$ cat src/rtl/pbav_pkg.sv
package pbav_pkg;

    localparam int LANES  = 4;
    localparam int DATA_W = 8 * LANES;

    typedef enum logic [1:0] {
        SZ_BYTE = 2'd0,
        SZ_HALF = 2'd1,
        SZ_WORD = 2'd2
    } acc_size_e;

    typedef enum logic [1:0] {
        ST_IDLE,
        ST_LOW,
        ST_HIGH,
        ST_RESP
    } seq_state_e;

    typedef struct packed {
        logic              we;
        logic [1:0]        off;
        logic [1:0]        size;
        logic [LANES-1:0]  be_lo;
        logic [LANES-1:0]  be_hi;
        logic [DATA_W-1:0] wdata_rot;
    } job_t;

    function automatic logic [LANES-1:0] size_lanes(input logic [1:0] sz);
        case (sz)
            SZ_BYTE: size_lanes = 4'b0001;
            SZ_HALF: size_lanes = 4'b0011;
            default: size_lanes = 4'b1111;
        endcase
    endfunction

    function automatic logic [DATA_W-1:0] lanes_to_bits(input logic [LANES-1:0] be);
        logic [DATA_W-1:0] m;
        for (int i = 0; i < LANES; i++) begin
            m[8*i +: 8] = {8{be[i]}};
        end
        return m;
    endfunction

    function automatic logic [DATA_W-1:0] rot_up(input logic [DATA_W-1:0] d, input logic [1:0] off);
        logic [2*DATA_W-1:0] dd;
        dd = {d, d} >> (DATA_W - 8 * int'(off));
        return dd[DATA_W-1:0];
    endfunction

    function automatic logic [DATA_W-1:0] rot_down(input logic [DATA_W-1:0] d, input logic [1:0] off);
        logic [2*DATA_W-1:0] dd;
        dd = {d, d} >> (8 * int'(off));
        return dd[DATA_W-1:0];
    endfunction

    function automatic logic [DATA_W-1:0] trim_to_size(input logic [DATA_W-1:0] d, input logic [1:0] sz);
        return d & lanes_to_bits(size_lanes(sz));
    endfunction

endpackage

$ cat src/rtl/pbav_lane_map.sv
module pbav_lane_map
    import pbav_pkg::*;
(
    input  logic [1:0]       off,
    input  logic [1:0]       size,
    output logic [LANES-1:0] be_lo,
    output logic [LANES-1:0] be_hi
);
    logic [2*LANES-1:0] span;

    always_comb begin
        span  = {{LANES{1'b0}}, size_lanes(size)} << off;
        be_lo = span[LANES-1:0];
        be_hi = span[2*LANES-1:LANES];
    end
endmodule

$ cat src/rtl/pbav_sequencer.sv
module pbav_sequencer
    import pbav_pkg::*;
#(
    parameter int ADDR_W = 32
) (
    input  logic              clk,
    input  logic              rst,
    input  logic              req_valid,
    input  logic [ADDR_W-1:0] req_addr,
    input  logic [DATA_W-1:0] req_wdata,
    input  logic [1:0]        req_size,
    input  logic              req_we,
    input  logic [LANES-1:0]  be_lo_in,
    input  logic [LANES-1:0]  be_hi_in,
    input  logic              avm_waitrequest,
    output logic [ADDR_W-1:0] avm_address,
    output logic [LANES-1:0]  avm_byteenable,
    output logic              avm_read,
    output logic              avm_write,
    output logic [DATA_W-1:0] avm_writedata,
    output logic              ack,
    output logic              start,
    output logic              last_done,
    output logic [1:0]        off_q,
    output logic [1:0]        size_q
);
    localparam int WORD_W = ADDR_W - 2;

    seq_state_e        state;
    job_t              job;
    logic [WORD_W-1:0] word_q;
    logic [WORD_W-1:0] word_next;
    logic              active;
    logic              done;

    assign start     = (state == ST_IDLE) && req_valid;
    assign active    = (state == ST_LOW) || (state == ST_HIGH);
    assign done      = active && !avm_waitrequest;
    assign last_done = done && ((state == ST_HIGH) || (job.be_hi == '0));
    assign word_next = word_q + 1'b1;

    always_ff @(posedge clk) begin
        if (rst) begin
            state  <= ST_IDLE;
            job    <= '0;
            word_q <= '0;
        end else begin
            case (state)
                ST_IDLE: if (req_valid) begin
                    state         <= ST_LOW;
                    word_q        <= req_addr[ADDR_W-1:2];
                    job.we        <= req_we;
                    job.off       <= req_addr[1:0];
                    job.size      <= req_size;
                    job.be_lo     <= be_lo_in;
                    job.be_hi     <= be_hi_in;
                    job.wdata_rot <= rot_up(req_wdata, req_addr[1:0]);
                end
                ST_LOW:  if (done) state <= (job.be_hi != '0) ? ST_HIGH : ST_RESP;
                ST_HIGH: if (done) state <= ST_RESP;
                default: state <= ST_IDLE;
            endcase
        end
    end

    always_comb begin
        avm_address    = {((state == ST_HIGH) ? word_next : word_q), 2'b00};
        avm_byteenable = (state == ST_HIGH) ? job.be_hi : job.be_lo;
        avm_read       = active && !job.we;
        avm_write      = active && job.we;
        avm_writedata  = job.wdata_rot;
        ack            = (state == ST_RESP);
        off_q          = job.off;
        size_q         = job.size;
    end
endmodule

$ cat src/rtl/pbav_rd_merge.sv
module pbav_rd_merge
    import pbav_pkg::*;
(
    input  logic              clk,
    input  logic              rst,
    input  logic              clear,
    input  logic              capture,
    input  logic              finish,
    input  logic [LANES-1:0]  cap_be,
    input  logic [DATA_W-1:0] bus_data,
    input  logic [1:0]        off,
    input  logic [1:0]        size,
    output logic [DATA_W-1:0] rdata
);
    logic [DATA_W-1:0] acc;
    logic [DATA_W-1:0] merged;

    assign merged = acc | (bus_data & lanes_to_bits(cap_be));

    always_ff @(posedge clk) begin
        if (rst) begin
            acc   <= '0;
            rdata <= '0;
        end else if (clear) begin
            acc <= '0;
        end else if (capture) begin
            acc <= merged;
            if (finish) begin
                rdata <= trim_to_size(rot_down(merged, off), size);
            end
        end
    end
endmodule

$ cat src/rtl/pbav_bridge.sv
module pbav_bridge
    import pbav_pkg::*;
#(
    parameter int ADDR_W = 32
) (
    input  logic              clk,
    input  logic              rst,
    input  logic              req_valid,
    input  logic [ADDR_W-1:0] req_addr,
    input  logic [31:0]       req_wdata,
    input  logic [1:0]        req_size,
    input  logic              req_we,
    output logic              ack,
    output logic [31:0]       rdata,
    output logic [ADDR_W-1:0] avm_address,
    output logic [3:0]        avm_byteenable,
    output logic              avm_read,
    output logic              avm_write,
    output logic [31:0]       avm_writedata,
    input  logic              avm_waitrequest,
    input  logic [31:0]       avm_readdata
);
    logic [LANES-1:0] be_lo;
    logic [LANES-1:0] be_hi;
    logic             start;
    logic             last_done;
    logic [1:0]       off_q;
    logic [1:0]       size_q;

    pbav_lane_map u_map (
        .off   (req_addr[1:0]),
        .size  (req_size),
        .be_lo (be_lo),
        .be_hi (be_hi)
    );

    pbav_sequencer #(.ADDR_W(ADDR_W)) u_seq (
        .clk             (clk),
        .rst             (rst),
        .req_valid       (req_valid),
        .req_addr        (req_addr),
        .req_wdata       (req_wdata),
        .req_size        (req_size),
        .req_we          (req_we),
        .be_lo_in        (be_lo),
        .be_hi_in        (be_hi),
        .avm_waitrequest (avm_waitrequest),
        .avm_address     (avm_address),
        .avm_byteenable  (avm_byteenable),
        .avm_read        (avm_read),
        .avm_write       (avm_write),
        .avm_writedata   (avm_writedata),
        .ack             (ack),
        .start           (start),
        .last_done       (last_done),
        .off_q           (off_q),
        .size_q          (size_q)
    );

    pbav_rd_merge u_merge (
        .clk      (clk),
        .rst      (rst),
        .clear    (start),
        .capture  (avm_read && !avm_waitrequest),
        .finish   (last_done),
        .cap_be   (avm_byteenable),
        .bus_data (avm_readdata),
        .off      (off_q),
        .size     (size_q),
        .rdata    (rdata)
    );
endmodule

$ cat config.mk
export PLATFORM = sky130hd
export DESIGN_NAME = pbav_bridge
export DESIGN_NICKNAME = d
export VERILOG_FILES = /design/src/rtl/pbav_pkg.sv /design/src/rtl/pbav_lane_map.sv /design/src/rtl/pbav_sequencer.sv /design/src/rtl/pbav_rd_merge.sv /design/src/rtl/pbav_bridge.sv
export SDC_FILE = /design/constraint.sdc
export NUM_CORES = 1
export LEC_CHECK = 0
export BUFFER_PORTS_ARGS = -buffer_cell sky130_fd_sc_hd__buf_2
export CAP_MARGIN = 20
export CORE_MARGIN = 1.5
export CORE_UTILIZATION = 48
export CTS_BUF_LIST = sky130_fd_sc_hd__clkbuf_8 sky130_fd_sc_hd__clkbuf_16
export DETAILED_ROUTE_END_ITERATION = 6
export HOLD_SLACK_MARGIN = 0.1
export PLACE_DENSITY = 0.73
export SLEW_MARGIN = 5
export SYNTH_ARGS = -nofsm -noshare
export SYNTH_HDL_FRONTEND = slang
export SYNTH_HIERARCHICAL = 1
export SYNTH_SLANG_ARGS = --single-unit
$ cat constraint.sdc
create_clock -name clk -period 2.2 [get_ports clk]
set_input_delay 0.44 -clock clk [delete_from_list [all_inputs] [get_ports clk]]
set_output_delay 0.44 -clock clk [all_outputs]
set_load 0.01 [all_outputs]
==> impl_metrics.csv <==
group,metric,value,unit
floorplan,std_cell_rows,45,
synthesis,synthTopCellsByArea,"dfxtp_1 (38%), a21oi_1 (8.4%), nand2_1 (6.8%)",
sta,finalSetupViolCount,24,
pwr,p_switching,2.97,mW
routing,drc,0,
global_routing,grt-ovfl-total,0,
pwr,switching_share,33.0,%
sta,tightest_slew,618,ps
sta,finalCriticalPeriod,2500,ps
placement,dp_hpwl,14500,um
pwr,p_leak,4.34,nW
sta,whs,255,ps
synthesis,synth-edff-count,0,
routing,wl,21800,um
clock_tree,htreeDepth,4,
run,drv_cap,0,
finish,layout-drive-gt1-share,36.8,%
pwr,clkPwrFrac,34.1,%
critical_path,crit_slowest_cell,"dfxtp_2",
finish,syn2layout_area_growth,28.3,%
critical_path,startpoint,"u_seq/state[0]",
routing,drtIter0Drc,662,
global_routing,antenna_found_initial,1,
global_routing,grt_pass1_wl,33600,um
critical_path,arrival,2060,ps
floorplan,dieArea,0.0164,mm^2
sta,slew_headroom,58.8,%
pwr,p_seq_share,35.0,%
floorplan,pin_count,206,
critical_path,crit_type,"reg -> out",
status,run_status,"complete, but fails checks",
clock_tree,cts_inserted_buffers,17,
synthesis,mappedNetlistArea,0.00749,mm^2
critical_path,endpoint,"avm_address[22]",
floorplan,die_width,128,um
finish,fillers,1266,
clock_tree,clock_latency,410,ps
clock_tree,cts.clk_slew.worst_paths,60,ps
critical_path,slowest_delay,320,ps
critical_path,rr_startpoint,"u_seq/state[0]",
global_routing,grt_max_degree,68,
routing,firstDrtPassIters,5,
synthesis,yosys_warnings,6,
synthesis,syn_inst,893,
floorplan,start_util,49.2,%
critical_path,critPathMaxFanout,3,
routing,antenna_left,0,
pwr,intPower,6.03,mW
critical_path,regToRegSetupSlack,90,ps
sta,setup_slack,-302,ps
synthesis,yosys.area.top_type,"dfxtp_1",
floorplan,coreArea,0.0152,mm^2
sta,finClkSkew,5.36,ps
placement,gp_congestion,0.915,
pwr,pwr-share-comb,30.9,%
critical_path,path_cells,"inv_2 -> ha_4 -> and3_4 -> nand4_1 -> buf_4 -> nor3_4 -> xor2_1 -> buf_2",
sta,fmax,0.400,GHz
sta,hold_viol_final,0,
sta,slew_viol_final,0,
clock_tree,cts.sinks,141,
hold_path,min_path_type,"in -> reg",
pwr,p_per_area,937,mW/mm^2
synthesis,ys.flop_type,"dfxtp_1",
synthesis,async_flop_share,0,%
synthesis,syn_avg_cell_area,8.38,um^2
clock_tree,ctsHoldBuffers,0,
critical_path,critPathLaunchType,"register",
routing,wl_per_cell,17.2,um
finish,utilization,63.2,%
critical_path,reg2reg_to,"u_merge/rdata[6]",
clock_tree,cts_tree,"built",
floorplan,die_h,128,um
finish,nNetsFinal,1179,
routing,viasPerCell,5.73,
clock_tree,root_buffer,"clkbuf_16",
synthesis,yosysUniqueCellTypes,58,
synthesis,synth_seq_area_share,37.7,%
critical_path,endpoint_kind,"primary output",
status,violations,"setup timing",
pwr,power.total,8.99,mW
sta,rsz0062_at_grt,"yes",
sta,final.period_utilization,114,%
global_routing,grt_pass1_vias,6689,
global_routing,track_usage,25.5,%
sta,fin_tns_setup,-4110,ps
routing,num_vias,7267,
synthesis,ys_seq_elements,141,
clock_tree,cts_buffer_depth,2,
placement,io_buffers,203,
critical_path,reg2regPathDepth,10,
pwr,peakVddDrop,0.736,mV
synthesis,yosysTopAreaCellShare,37.7,%
critical_path,required,1760,ps
## routing by layer
metal / global-route usage (%) / share of wire (%)
met1: 34.7 / 44
met2: 40.0 / 47
met3: 5.34 / 7.1
met4: 9.58 / 2.7
met5: 0 / 0
## state kept, by name (all words and copies together) (netlist names)
signal / flops
u_seq/avm_writedata: 32
u_merge/rdata: 32
u_seq/state: 2
u_seq/job: 9
u_seq/size_q: 2
u_merge/acc: 32
u_seq/word_q: 30
u_seq/off_q: 2
## power by group through the flow
stage	clock network, mW	logic, mW	registers (mW)
floorplan	0	1.89	3.11
global placement	0	2.47	3.15
detailed placement	0	2.50	3.16
CTS	3.10	2.57	3.13
global route	3.22	3.03	3.18
finish	3.06	2.78	3.15
## stage by stage
| step | instances | setup WS [ps] | cell area, um^2 |
|---|---|---|---|
| floorplan | 894 | 40.6 | 7500 |
| global route | 1269 | -341 | 9600 |
| CTS | 1252 | -270 | 9290 |
| detailed placement | 1208 | 95.5 | 8380 |
| finish | 1269 | -302 | 9600 |
| global placement | 1208 | 139 | 8380 |
## repair_timing
item	4_1_cts	5_1_grt
setup buffers	13	18
setup endpoints to repair	29	59
gates cloned	1	0
resized for setup	50	38
pin swaps	25	21
## layout make-up
cell class	instances	area, um^2	share of cell area (%)
multi-input combinational	636	4300	44.8
sequential	141	2850	29.6
timing repair buffer	261	1540	16.1
clock buffer	20	467	4.86
tap	188	235	2.45
clock inverter	10	164	1.71
inverter	12	45.0	0.469
antenna	1	2.50	0.0261
## cell families after synthesis
kind of cell | Yosys count | share of synthesized area, %
AOI/OAI and AO/OA | 227 | 19.7
xor gates and xnor gates | 29 | 3.39
adders and majority gates | 7 | 1.17
buffers and inverters | 118 | 8.93
DFF | 141 | 37.7
muxes | 68 | 9.58
other | 2 | 0.100
and+or+nand+nor | 301 | 19.5
## worst min path at each step
stage               slack, ps                   start                     end  cells past startpoint
floorplan                 430  u_seq/avm_writedata[0]  u_seq/avm_writedata[0]                      2
global placement          440  u_seq/avm_writedata[0]  u_seq/avm_writedata[0]                      2
detailed placement        440  u_seq/avm_writedata[0]  u_seq/avm_writedata[0]                      2
CTS                       240            req_addr[13]        u_seq/word_q[11]                      3
global route              260            req_addr[16]        u_seq/word_q[14]                      3
finish                    250             req_addr[2]         u_seq/word_q[0]                      3
## layout by cell type, fill, tap and decap left out, types with 6 or more instances in the layout
| cell | netlist | layout |
|---|---|---|
| a211oi_1 | 8 | 8 |
| clkbuf_16 | 0 | 17 |
| o22a_1 | 7 | 7 |
| and2_1 | 6 | 6 |
| buf_6 | 5 | 11 |
| a21o_1 | 8 | 8 |
| mux2_2 | 27 | 23 |
| dfxtp_1 | 141 | 127 |
| nand4_1 | 7 | 7 |
| a221o_1 | 6 | 6 |
| a22oi_1 | 6 | 6 |
| buf_2 | 17 | 203 |
| mux2i_1 | 39 | 39 |
| xor2_1 | 16 | 16 |
| inv_1 | 12 | 10 |
| nor3_4 | 0 | 6 |
| nand2_1 | 136 | 133 |
| a21oi_1 | 126 | 126 |
| nand3_1 | 42 | 39 |
| dfxtp_2 | 0 | 12 |
| buf_4 | 44 | 43 |
| a221oi_2 | 8 | 8 |
| xnor2_1 | 13 | 10 |
| o221ai_1 | 32 | 32 |
| nor2_1 | 58 | 54 |
| o21ai_0 | 20 | 20 |
## Yosys cell counts (2+ instances only)
cell      number
a211oi_1       8
a21o_1         8
a21oi_1      126
a221o_1        6
a221oi_2       8
a22oi_1        6
and2_1         6
and3_1         2
and3b_1        2
and4_1         5
buf_1          6
buf_2         17
buf_4         44
buf_6          5
clkbuf_1      33
conb_1         2
dfxtp_1      141
ha_1           7
inv_1         12
mux2_1         2
mux2_2        27
mux2i_1       39
nand2_1      136
nand2b_1       4
nand3_1       42
nand3_2        2
nand4_1        7
nor2_1        58
nor2b_1        3
nor3_1        12
nor4_2         6
o211ai_1       2
o21ai_0       20
o221ai_1      32
o22a_1         7
xnor2_1       13
xor2_1        16
## critical path: cells and delay by family (launching register included)
family,cells,cell delay (ps)
buffers and inverters,3,470
flip-flops,1,320
XOR/XNOR,1,170
adder cells (fa/ha/maj),1,140
AND/OR/NAND/NOR,3,540
Note: power is estimated with default switching activity, not from simulation.
